**config.mk**
```make
export PLATFORM = sky130hd
export DESIGN_NAME = uart_hwflow
export DESIGN_NICKNAME = d
export VERILOG_FILES = /design/src/rtl/uart_hwflow_pkg.sv /design/src/rtl/uart_hwflow_sync.sv /design/src/rtl/uart_hwflow_txgate.sv /design/src/rtl/uart_hwflow_rts.sv /design/src/rtl/uart_hwflow.sv
export SDC_FILE = /design/constraint.sdc
export NUM_CORES = 1
export LEC_CHECK = 0
export BUFFER_PORTS_ARGS = -buffer_cell sky130_fd_sc_hd__buf_2
export CAP_MARGIN = 20
export CELL_PAD_IN_SITES_DETAIL_PLACEMENT = 0
export CELL_PAD_IN_SITES_GLOBAL_PLACEMENT = 2
export CORE_MARGIN = 5
export CORE_UTILIZATION = 18
export DETAILED_ROUTE_END_ITERATION = 12
export PLACE_DENSITY = 0.79
export SKIP_CTS_REPAIR_TIMING = 1
export SLEW_MARGIN = 0
export SYNTH_ARGS = -nofsm -noshare
export SYNTH_HDL_FRONTEND = slang
export SYNTH_SLANG_ARGS = --single-unit
```
**constraint.sdc**
```tcl
create_clock -name clk -period 1.5 [get_ports clk]
set_clock_uncertainty 0.05 [all_clocks]
set_input_delay 0 -clock clk [delete_from_list [all_inputs] [get_ports clk]]
set_output_delay 0 -clock clk [all_outputs]
set_load 0.02 [all_outputs]
```
**src/rtl/uart_hwflow_pkg.sv**
```systemverilog
package uart_hwflow_pkg;
  typedef enum logic {
    PIN_READY = 1'b0,
    PIN_HOLD  = 1'b1
  } pin_lvl_e;
endpackage

```
**src/rtl/uart_hwflow_sync.sv**
```systemverilog
module uart_hwflow_sync #(
  parameter int STAGES = 2
) (
  input  logic clk,
  input  logic rst,
  input  logic d,
  output logic q
);
  logic [STAGES-1:0] stg;

  for (genvar i = 0; i < STAGES; i++) begin : g_stage
    if (i == 0) begin : g_first
      always_ff @(posedge clk) begin
        if (rst) stg[i] <= 1'b0;
        else     stg[i] <= d;
      end
    end else begin : g_next
      always_ff @(posedge clk) begin
        if (rst) stg[i] <= 1'b0;
        else     stg[i] <= stg[i-1];
      end
    end
  end

  assign q = stg[STAGES-1];
endmodule

```
**src/rtl/uart_hwflow_txgate.sv**
```systemverilog
module uart_hwflow_txgate
  import uart_hwflow_pkg::*;
(
  input  logic clk,
  input  logic rst,
  input  logic cts_sync,
  input  logic auto_cts_en,
  input  logic tx_busy,
  output logic tx_permit
);
  logic stop_req;

  always_comb stop_req = auto_cts_en && (cts_sync == PIN_HOLD);

  always_ff @(posedge clk) begin
    if (rst)           tx_permit <= 1'b1;
    else if (!tx_busy) tx_permit <= !stop_req;
  end

  AST_BUSY_HOLD: assert property (@(posedge clk) disable iff (rst)
    tx_busy |=> $stable(tx_permit));
endmodule

```
**src/rtl/uart_hwflow_rts.sv**
```systemverilog
module uart_hwflow_rts
  import uart_hwflow_pkg::*;
#(
  parameter int LVL_W = 5
) (
  input  logic             clk,
  input  logic             rst,
  input  logic             auto_rts_en,
  input  logic             sw_rts,
  input  logic [LVL_W-1:0] rx_fill,
  input  logic [LVL_W-1:0] rx_trig,
  input  logic             irq_clr,
  output logic             rts_out,
  output logic             flow_irq
);
  logic auto_on, at_trig, rts_nxt, raise;

  always_comb begin
    auto_on = auto_rts_en && (sw_rts == PIN_READY);
    at_trig = rx_fill >= rx_trig;
    rts_nxt = auto_on ? (at_trig ? PIN_HOLD : PIN_READY) : sw_rts;
    raise   = auto_on && at_trig && (rts_out == PIN_READY);
  end

  always_ff @(posedge clk) begin
    if (rst) begin
      rts_out  <= PIN_HOLD;
      flow_irq <= 1'b0;
    end else begin
      rts_out <= rts_nxt;
      if (raise)        flow_irq <= 1'b1;
      else if (irq_clr) flow_irq <= 1'b0;
    end
  end

  AST_RTS_SOFT: assert property (@(posedge clk) disable iff (rst)
    (!auto_rts_en || sw_rts) |=> (rts_out == $past(sw_rts)));
  AST_RTS_RELEASE: assert property (@(posedge clk) disable iff (rst)
    (auto_rts_en && !sw_rts && (rx_fill < rx_trig)) |=> !rts_out);
  AST_IRQ_WITH_RTS: assert property (@(posedge clk) disable iff (rst)
    $rose(flow_irq) |-> rts_out);
  AST_IRQ_CLEAR: assert property (@(posedge clk) disable iff (rst)
    (irq_clr && !raise) |=> !flow_irq);
endmodule

```
**src/rtl/uart_hwflow.sv**
```systemverilog
module uart_hwflow #(
  parameter int FIFO_DEPTH  = 16,
  parameter int SYNC_STAGES = 2,
  localparam int LVL_W      = $clog2(FIFO_DEPTH + 1)
) (
  input  logic             clk,
  input  logic             rst,
  input  logic             cts_in,
  input  logic             auto_cts_en,
  input  logic             tx_busy,
  output logic             tx_permit,
  input  logic             auto_rts_en,
  input  logic             sw_rts,
  input  logic [LVL_W-1:0] rx_fill,
  input  logic [LVL_W-1:0] rx_trig,
  output logic             rts_out,
  input  logic             irq_clr,
  output logic             flow_irq
);
  logic cts_sync;

  uart_hwflow_sync #(.STAGES(SYNC_STAGES)) u_sync (
    .clk(clk), .rst(rst), .d(cts_in), .q(cts_sync)
  );

  uart_hwflow_txgate u_txgate (
    .clk(clk), .rst(rst), .cts_sync(cts_sync), .auto_cts_en(auto_cts_en),
    .tx_busy(tx_busy), .tx_permit(tx_permit)
  );

  uart_hwflow_rts #(.LVL_W(LVL_W)) u_rts (
    .clk(clk), .rst(rst), .auto_rts_en(auto_rts_en), .sw_rts(sw_rts),
    .rx_fill(rx_fill), .rx_trig(rx_trig), .irq_clr(irq_clr),
    .rts_out(rts_out), .flow_irq(flow_irq)
  );

  AST_CTS_IGNORED: assert property (@(posedge clk) disable iff (rst)
    (!auto_cts_en && !tx_busy) |=> tx_permit);
endmodule

```
==> qor.csv, run 1 <==
stage,metric,value,unit
synthesis,synthXorXnorAreaFrac,0,%
synthesis,synthAdderAreaFrac,22.2,%
synthesis,synth_top_family_by_area,adder cells,
synthesis,ys.warnings.count,0,
clock_network,clockBufferDepth,2,
clock_network,cts_buffers,3,
synthesis,yosys.area_share.simple,17.3,%
die,die_w,49.5,µm
route,finalWirelength,651,µm
setup_path,arrival,1.30,ns
route,wl_per_cell,8.57,µm
global_route,grt_max_degree,7,
placement,port_buffers,20,
die,die_height,49.5,µm
setup_path,r2r-start,u_rts.rts_out,
clock_network,clk_pin_slew,0.05,ns
synthesis,syn_inst,31,
route,antenna_left,0,
timing,rsz0062_at_grt,false,
route,viasPerCell,3.67,
setup_path,required,1.57,ns
final_layout,final_nets,84,
timing,max_freq,0.812,GHz
timing,drv_slew,0,
synthesis,synth_seq_cells,5,
setup_path,crit_start,cts_in,
placement,hpwl,524,µm
synthesis,synth.mux.area_fraction,3.56,%
setup_path,path_cells,dlygate4sd3_1 > buf_2 > nor2b_1 > dlygate4sd3_1,
die,num_rows,14,
final_layout,antenna_cells,0,
die,core,1490,µm²
hold_path,hold_depth,4,
global_route,grt-ovfl-total,0,
synthesis,yosysUniqueCellTypes,16,
run,max_cap_violations,0,
run_status,status,"finished, final reports clean",
global_route,grt_pass1_vias,291,
placement,gp_congestion,0.638,
clock_network,cts_tree,done,
synthesis,synth.cell_area,282,µm²
final_layout,drive_above_1_share,40.0,%
final_layout,syn_to_final_growth,69.8,%
setup_path,crit_buf_inv,3,
final_layout,finalNonFillerCells,76,
timing,finalSetupViolCount,0,
timing,final.min_clock_period,1.23,ns
power_and_ir_drop,p_leak,0.000262,µW
synthesis,synth_nets,54,
setup_path,crit_top_cell,dlygate4sd3_1,
setup_path,rr_worst_depth,2,
route,drt_iter0_markers,0,
timing,hold_violations,0,
hold_path,hold_start,auto_cts_en,
synthesis,seq_area_frac_synth,35.6,%
clock_network,clk_latency,0.24,ns
timing,tightest_slew,0.130,ns
global_route,grtUsageTotal,5.84,%
timing,final.setup.tns,0,ns
clock_network,root_buffer,clkbuf_4,
die,dieArea,2450,µm²
setup_path,crit_fanout,1,
global_route,grt_antenna_before_repair,0,
timing,relSlewSlack,91.1,%
clock_network,htreeDepth,1,
setup_path,start_kind,input pin,
route,dr.pass1.iters,1,
route,vias,279,
hold_path,hp-class,in2reg,
placement,post-place-cells,67,
setup_path,critPathTopFamily,buffers and inverters,
placement,dp_slack,0.183,ns
clock_network,cts_sinks,5,
setup_path,crit_path_top_delay_cell,dlygate4sd3_1,
route,route.detailed.drc,0,
final_layout,fill_cells,160,
power_and_ir_drop,p_total,371,µW
synthesis,synth_compound_area_share,13.3,%
setup_path,end_kind,flip-flop,
power_and_ir_drop,powerDensity,777,nW/µm²
setup_path,cp.depth,4,
power_and_ir_drop,ir_drop,0.462,mV
die,boundaryPins,21,
setup_path,critPathMaxStageDelay,0.55,ns
timing,period_share,82.1,%
global_route,grt_first_pass_wirelength,1.10,mm
timing,setup_ws,0.268,ns
setup_path,path_class,in2reg,
die,start_util,18.9,%
synthesis,synth_area_per_cell,9.08,µm²
-- cell type report --
class,count,area [µm²],area share (%)
clock buffer,4,26.3,5.50
timing repair buffer,25,150,31.4
sequential,5,100,20.9
inverter,6,22.5,4.71
multi-input combinational,20,159,33.2
tap,16,20.0,4.19
-- registers in the layout (all words and copies together) (netlist names) --
signal,flops
u_rts.flow_irq,1
u_rts.rts_out,1
u_sync.q,1
u_sync.stg,1
u_txgate.tx_permit,1
-- cells in the final DEF (no fill, tap or decap), drive strengths merged --
cell type and count:
dlygate4sd3 5, buf 20, nor2 1, nor3 1
clkbuf 4, dfxtp 5, inv 6, mux2i 1
ha 5, a21o 1, a22o 1, o22ai 1
or3 1, nand2 1, a31oi 1, nand2b 2
a21oi 1, nand3 1, nor2b 2
-- power by group --
group          total (µW)  switching, µW  leakage (µW)  internal (µW)
clock                 158           57.2     0.0000150            101
sequential            140           1.58     0.0000411            138
combinational        73.5           29.7      0.000206           43.8
total                 371           88.4      0.000262            283
-- per-stage QoR --
| step | hold slack, ns | util, % | area, µm² |
|---|---|---|---|
| after floorplan | 0.0216 | - | 282 |
| after global placement | 0.152 | 27.0 | 402 |
| after detailed placement | 0.161 | 27.0 | 402 |
| after CTS | -0.0954 | 28.7 | 428 |
| after global routing | 0.0431 | 32.1 | 478 |
| final | 0.00859 | 32.1 | 478 |
-- logic make-up (layout without fill, tap and decap cells) --
group / after synthesis / in the layout
flip-flops: 5 / 5
adder cells (fa/ha/maj): 5 / 5
AND/OR/NAND/NOR: 9 / 9
multiplexers: 1 / 1
buffers and inverters: 6 / 35
AO/OA/AOI/OAI: 5 / 5
-- layer usage --
layer  vias to the layer above  share of wire, %  GRT usage (%)
li1                        163                 -              -
met1                       106                52           6.69
met2                        10                39           7.63
met3                         0               9.1           5.72
met4                         0                 0           1.31
met5                         -                 0              0
-- final timing paths --
kind | end | slack (ns)
worst max-delay path | u_sync.stg[0] | 0.27
worst max register to register | u_rts.flow_irq | 0.75
worst min register to register | u_sync.q | 0.39
worst min-delay path | u_txgate.tx_permit | 0.009
-- synthesized netlist by cell type --
master / number / area (µm²)
a21o_1: 1 / 7.51
a21oi_2: 1 / 8.76
a22o_1: 1 / 8.76
a31oi_1: 1 / 6.26
dfxtp_1: 5 / 100
ha_1: 5 / 62.6
inv_1: 6 / 22.5
mux2i_1: 1 / 10.0
nand2_1: 1 / 3.75
nand2b_1: 2 / 12.5
nand3_1: 1 / 5.00
nor2_1: 1 / 3.75
nor2b_1: 2 / 12.5
nor3_1: 1 / 5.00
o22ai_1: 1 / 6.26
or3_1: 1 / 6.26
-- worst reg2reg max path, stage by stage (launching register included) --
cell	delay, ns
dfxtp_1	0.30
nor3_1	0.18
a22o_1	0.16
(Power assumes the default switching activity.)
==> inputs of run 2 (changes only) <==
Clock period 1.5 ns to 1.15 ns, I/O delays scaled along.
==> qor.csv, run 2 (synthesis results as in run 1) <==
stage,metric,value,unit,change
power_and_ir_drop,p_sw_share,23.0,%,was 23.8%
clock_network,root_buffer,clkbuf_4,,unchanged
timing,drv_slew,0,,unchanged
setup_path,end_kind,flip-flop,,unchanged
final_layout,final_nets,83,,was 84
clock_network,cts_tree,done,,unchanged
final_layout,layout_commonest_cell,buf_2,,unchanged
timing,period_share,91.6,%,
placement,port_buffers,20,,unchanged
route,route.detailed.drc,0,,unchanged
global_route,grt_antenna_before_repair,0,,unchanged
global_route,grtUsageTotal,5.35,%,was 5.84%
die,core,1490,µm²,unchanged
power_and_ir_drop,power_frac_seq,38.5,%,was 37.7%
route,drt_iter0_markers,1,,was 0
setup_path,rr_worst_depth,2,,unchanged
route,finalWirelength,690,µm,was 651 µm
route,dr.pass1.iters,2,,was 1
timing,finalSetupViolCount,0,,unchanged
hold_path,hold_depth,4,,unchanged
global_route,grt_max_degree,7,,unchanged
setup_path,start_kind,input pin,,unchanged
timing,max_freq,0.949,GHz,
clock_network,cts_sinks,5,,unchanged
power_and_ir_drop,ir_drop,0.424,mV,was 0.462 mV
route,antenna_left,0,,unchanged
timing,final.min_clock_period,1.05,ns,
timing,hold_violations,0,,unchanged
placement,hpwl,597,µm,was 524 µm
power_and_ir_drop,p_leak,0.000257,µW,was 0.000262 µW
final_layout,mostFrequentLayoutCells,"buf_2 (20), inv_1 (6), ha_1 (5), dfxtp_1 (5), dlygate4sd3_1 (4)",,"was buf_2 (20), inv_1 (6), ha_1 (5), dlygate4sd3_1 (5), dfxtp_1 (5)"
die,dieArea,2450,µm²,unchanged
clock_network,clk_pin_slew,0.04,ns,was 0.05 ns
timing,setup_ws,0.0961,ns,was 0.268 ns
route,vias,292,,was 279
power_and_ir_drop,powerDensity,1020,nW/µm²,was 777 nW/µm²
power_and_ir_drop,comb_power_share,19.6,%,was 19.8%
setup_path,path_class,in2reg,,unchanged
setup_path,crit_fanout,2,,was 1
hold_path,hp-class,in2reg,,unchanged
setup_path,regToRegSetupSlack,0.37,ns,was 0.75 ns
timing,rsz0062_at_grt,false,,unchanged
clock_network,htreeDepth,1,,unchanged
final_layout,syn_to_final_growth,66.2,%,was 69.8%
hold_path,hold_start,auto_cts_en,,unchanged
global_route,grt-ovfl-total,0,,unchanged
placement,dp_slack,-0.160,ns,was 0.183 ns
setup_path,crit_start,rx_fill[2],,was cts_in
power_and_ir_drop,p_clk_share,42.0,%,was 42.5%
run,max_cap_violations,0,,unchanged
clock_network,clockBufferDepth,2,,unchanged
die,die_w,49.5,µm,unchanged
route,viasPerCell,3.89,,was 3.67
global_route,grt_pass1_vias,275,,was 291
setup_path,arrival,1.12,ns,was 1.30 ns
die,start_util,18.9,%,unchanged
route,wl_per_cell,9.20,µm,was 8.57 µm
run_status,status,"finished, final reports clean",,unchanged
power_and_ir_drop,power.switching,109,µW,was 88.4 µW
clock_network,clk_latency,0.24,ns,about the same
die,die_height,49.5,µm,unchanged
final_layout,drive_above_1_share,40.7,%,was 40.0%
power_and_ir_drop,intPower,367,µW,was 283 µW
clock_network,cts_buffers,3,,unchanged
setup_path,required,1.22,ns,was 1.57 ns
setup_path,r2r-start,u_rts.rts_out,,unchanged
timing,relSlewSlack,87.9,%,was 91.1%
final_layout,antenna_cells,0,,unchanged
timing,tightest_slew,0.180,ns,was 0.130 ns
placement,gp_congestion,0.578,,was 0.638
global_route,grt_first_pass_wirelength,966,µm,was 1.10 mm
die,boundaryPins,21,,unchanged
die,num_rows,14,,unchanged
timing,timing.hold.ws,0.00152,ns,was 0.00859 ns
-- run 2: cell types whose count changed in the layout (fill, tap and decap cells not counted), sizes merged --
cell and delta:
dlygate4sd3 -1
-- run 2: layout make-up --
type	instances	area (µm²)
Clock buffer	4	26.3
Fill cell	165	1020
Inverter	6	22.5
Multi-Input combinational cell	20	159
Sequential cell	5	100
Tap cell	16	20.0
Timing Repair Buffer	24	140
-- run 2: critical path, cell delays in order --
cell	delay, ns
buf_2	0.10
ha_1	0.30
a21o_1	0.18
a31oi_1	0.14
o22ai_1	0.10
or3_1	0.30
-- run 2: per-layer routing --
layer,GRT usage (%),share of wire (%)
met5,0,0
met4,6.55,0
met3,0.904,3.6
met2,8.90,56
met1,4.89,40
-- run 2: stage by stage --
step | area (µm²) | total power, µW | TNS [ns] | cells | utilization (%)
floorplan | 282 | 229 | 0 | 31 | -
global placement | 402 | 269 | -0.194 | 67 | 27.0
detailed placement | 402 | 271 | -0.248 | 67 | 27.0
CTS | 428 | 477 | 0 | 71 | 28.7
global route | 468 | 505 | 0 | 75 | 31.4
finish | 468 | 476 | 0 | 75 | 31.4
-- run 2: worst paths after layout --
path / to
max: u_rts.rts_out
min: u_txgate.tx_permit
max reg2reg: u_rts.flow_irq
min reg2reg: u_sync.q
-- run 2: power by group through the flow --
| stage | Clock [µW] | Sequential (µW) | Combinational [µW] |
|---|---|---|---|
| 2_1_floorplan | 0 | 190 | 38.9 |
| 3_5_place_dp | 0 | 186 | 84.8 |
| 3_3_place_gp | 0 | 186 | 83.6 |
| 4_1_cts | 209 | 183 | 85.3 |
| 6_report | 200 | 183 | 93.2 |
| 5_1_grt | 216 | 184 | 106 |
==> inputs of run 3 (changes only) <==
Settings changed: CTS_CLUSTER_SIZE from default to 40, PLACE_DENSITY 0.79 to 0.78, SETUP_SLACK_MARGIN from default to 0.5, SYNTH_HIERARCHICAL from default to 1.
==> qor.csv, run 3 <==
stage,metric,value,unit,change
setup_path,crit_fanout,2,,unchanged
run_status,status,"complete, but fails checks",,"was finished, final reports clean"
global_route,grt_antenna_before_repair,0,,unchanged
timing,period_share,80.5,%,was 91.6%
synthesis,ys.warnings.count,6,,was 0
final_layout,fill_cells,164,,was 165
global_route,grt-ovfl-total,0,,unchanged
setup_path,r2r_end,u_rts/flow_irq,,was u_rts.flow_irq
setup_path,critPathMaxStageDelay,0.32,ns,was 0.30 ns
setup_path,end_kind,flip-flop,,unchanged
run,max_cap_violations,0,,unchanged
route,dr.pass1.iters,2,,unchanged
die,start_util,19.2,%,was 18.9%
placement,port_buffers,20,,unchanged
clock_network,htreeDepth,1,,unchanged
power_and_ir_drop,p_leak,0.000261,µW,was 0.000257 µW
hold_path,hold_end,u_sync/stg[0],,was u_txgate.tx_permit
setup_path,arrival,1.04,ns,was 1.12 ns
timing,rsz0062_at_grt,true,,was false
final_layout,multiInputGateArea,251,µm²,was 159 µm²
setup_path,crit_path_top_delay_cell,or3_4,,was ha_1
global_route,grt_pass1_vias,305,,was 275
final_layout,layout_commonest_cell,buf_2,,unchanged
setup_path,critPathTopFamily,simple AND/OR/NAND/NOR gates,,was compound AO/OA/AOI/OAI gates
route,drt_iter0_markers,1,,unchanged
synthesis,yosysUniqueCellTypes,15,,was 16
setup_path,start_kind,flip-flop,,was input pin
synthesis,synth_top_area_share,34.6,%,was 35.6%
final_layout,mostFrequentLayoutCells,"buf_2 (15), buf_6 (4)",,"was buf_2 (20), inv_1 (6), ha_1 (5), dfxtp_1 (5), dlygate4sd3_1 (4)"
final_layout,drive_above_1_share,70.7,%,was 40.7%
setup_path,crit_buf_inv,0,,was 1
clock_network,root_buffer,clkbuf_4,,unchanged
clock_network,cts_tree,done,,unchanged
synthesis,synth.cell_area,289,µm²,was 282 µm²
run_status,violations,negative hold slack,,
timing,final.setup.tns,0,ns,unchanged
timing,hold_violations,5,,was 0
clock_network,clockBufferDepth,2,,unchanged
timing,relSlewSlack,86.5,%,was 87.9%
setup_path,regToRegSetupSlack,0.22,ns,was 0.37 ns
synthesis,synth_area_per_cell,8.76,µm²,was 9.08 µm²
synthesis,synth_edf_count,0,,unchanged
final_layout,seq_area,105,µm²,was 100 µm²
timing,max_freq,1.08,GHz,was 0.949 GHz
synthesis,synth_seq_cells,5,,unchanged
global_route,grt_first_pass_wirelength,1.14,mm,was 966 µm
synthesis,synthTopCellsByCount,"inv_1 (6), dfxtp_1 (5), ha_1 (5), nor2_1 (3), nor2b_1 (3)",,"was inv_1 (6), dfxtp_1 (5), ha_1 (5), nand2b_1 (2), nor2b_1 (2)"
placement,hpwl,582,µm,was 597 µm
clock_network,clk_pin_slew,0.04,ns,about the same
setup_path,r2r-start,u_rts/rts_out,,was u_rts.rts_out
timing,final.min_clock_period,0.925,ns,was 1.05 ns
synthesis,synthTopCellsByArea,"dfxtp_1 (35%), ha_1 (22%), inv_1 (7.8%), nor2b_1 (6.5%), o31ai_2 (4.3%)",,"was dfxtp_1 (36%), ha_1 (22%), inv_1 (8.0%), nand2b_1 (4.4%), nor2b_1 (4.4%)"
hold_path,hold_depth,2,,was 4
setup_path,path_cells,or3_4 > o31ai_2,,was buf_2 > ha_1 > a21o_1 > a31oi_1 > o22ai_1 > or3_1
synthesis,synth_most_common_cell,inv_1,,unchanged
die,die_w,50.1,µm,was 49.5 µm
synthesis,async_flop_share,0,%,unchanged
route,viasPerCell,4.08,,was 3.89
setup_path,required,1.26,ns,was 1.22 ns
power_and_ir_drop,ir_drop,0.272,mV,was 0.424 mV
hold_path,hold_start,cts_in,,was auto_cts_en
route,finalWirelength,704,µm,was 690 µm
die,core,1510,µm²,was 1490 µm²
timing,tightest_slew,0.200,ns,was 0.180 ns
global_route,grt_max_degree,8,,was 7
die,boundaryPins,21,,unchanged
power_and_ir_drop,powerDensity,913,nW/µm²,was 1020 nW/µm²
clock_network,cts_buffers,3,,unchanged
final_layout,final_nets,82,,was 83
placement,placed_cell_area,493,µm²,was 402 µm²
synthesis,seq_area_frac_synth,34.6,%,was 35.6%
final_layout,antenna_cells,0,,unchanged
clock_network,cts_sinks,5,,unchanged
synthesis,synth_nets,56,,was 54
timing,timing.hold.ws,-0.0810,ns,was 0.00152 ns
global_route,grtUsageTotal,6.46,%,was 5.35%
route,vias,302,,was 292
placement,gp_congestion,0.675,,was 0.578
synthesis,syn_inst,33,,was 31
synthesis,yosys.area.top_type,dfxtp_1,,unchanged
die,num_rows,14,,unchanged
final_layout,syn_to_final_growth,99.1,%,was 66.2%
timing,drv_slew,0,,unchanged
route,route.detailed.drc,0,,unchanged
timing,finalSetupViolCount,0,,unchanged
die,die_height,50.1,µm,was 49.5 µm
synthesis,synth_ff_type,dfxtp_1,,unchanged
setup_path,path_class,reg2reg,,was in2reg
clock_network,clk_latency,0.24,ns,about the same
final_layout,fin_area,576,µm²,was 468 µm²
route,antenna_left,0,,unchanged
setup_path,rr_worst_depth,2,,unchanged
die,dieArea,2510,µm²,was 2450 µm²
hold_path,hp-class,in2reg,,unchanged
route,wl_per_cell,9.51,µm,was 9.20 µm
run 3: logic make-up after synthesis:
logic type | after synthesis | share of synthesized area (%)
AND/OR/NAND/NOR | 11 | 21.2
AO/OA/AOI/OAI | 6 | 14.7
buffers and inverters | 6 | 7.79
adder cells (fa/ha/maj) | 5 | 21.6
flip-flops | 5 | 34.6
run 3: worst max-delay path by stage:
stage	startpoint	end	slack, ns	cells after the start
after floorplan	u_rts/rts_out	u_rts/flow_irq	0.21	2
after global placement	rx_trig[2]	u_rts/flow_irq	0.06	7
after detailed placement	rx_trig[2]	u_rts/flow_irq	0.03	7
after CTS	u_rts/rts_out	u_rts/flow_irq	0.21	2
after global routing	u_rts/rts_out	u_rts/flow_irq	0.19	2
final	u_rts/rts_out	u_rts/flow_irq	0.22	2
run 3: routing by layer:
| metal | up-vias | GRT usage (%) | wire (µm) |
|---|---|---|---|
| met3 | 2 | 1.51 | 85 |
| li1 | 159 | - | - |
| met5 | - | 0 | 0 |
| met1 | 127 | 6.96 | 265 |
| met4 | 0 | 10.5 | 25 |
| met2 | 14 | 7.95 | 328 |
run 3: worst reg2reg max path, stage by stage, from the launching register on:
cell,delay [ns]
dfxtp_2,0.31
or3_4,0.32
o31ai_2,0.17
run 3: report_power, final:
part | switching [µW] | internal [µW]
Combinational | 61.0 | 81.7
Clock | 70.4 | 131
Sequential | 2.41 | 179
Total | 134 | 392
run 3: layout make-up:
type | count | share of cell area [%]
clock buffer | 4 | 4.57
inverter | 6 | 5.22
multi-input combinational | 22 | 43.7
sequential | 5 | 18.3
tap | 16 | 3.48
timing repair buffer | 21 | 24.8
run 3: stage by stage:
stage	cells	hold slack (ns)	setup slack (ns)	utilization (%)	power (µW)
finish	74	-0.0810	0.225	38.2	526
global route	74	-0.0775	0.193	38.2	566
CTS	73	-0.0895	0.212	34.5	524
detailed placement	69	0.166	0.0257	32.7	312
global placement	69	0.166	0.0567	32.7	311
floorplan	33	0.0216	0.212	-	263
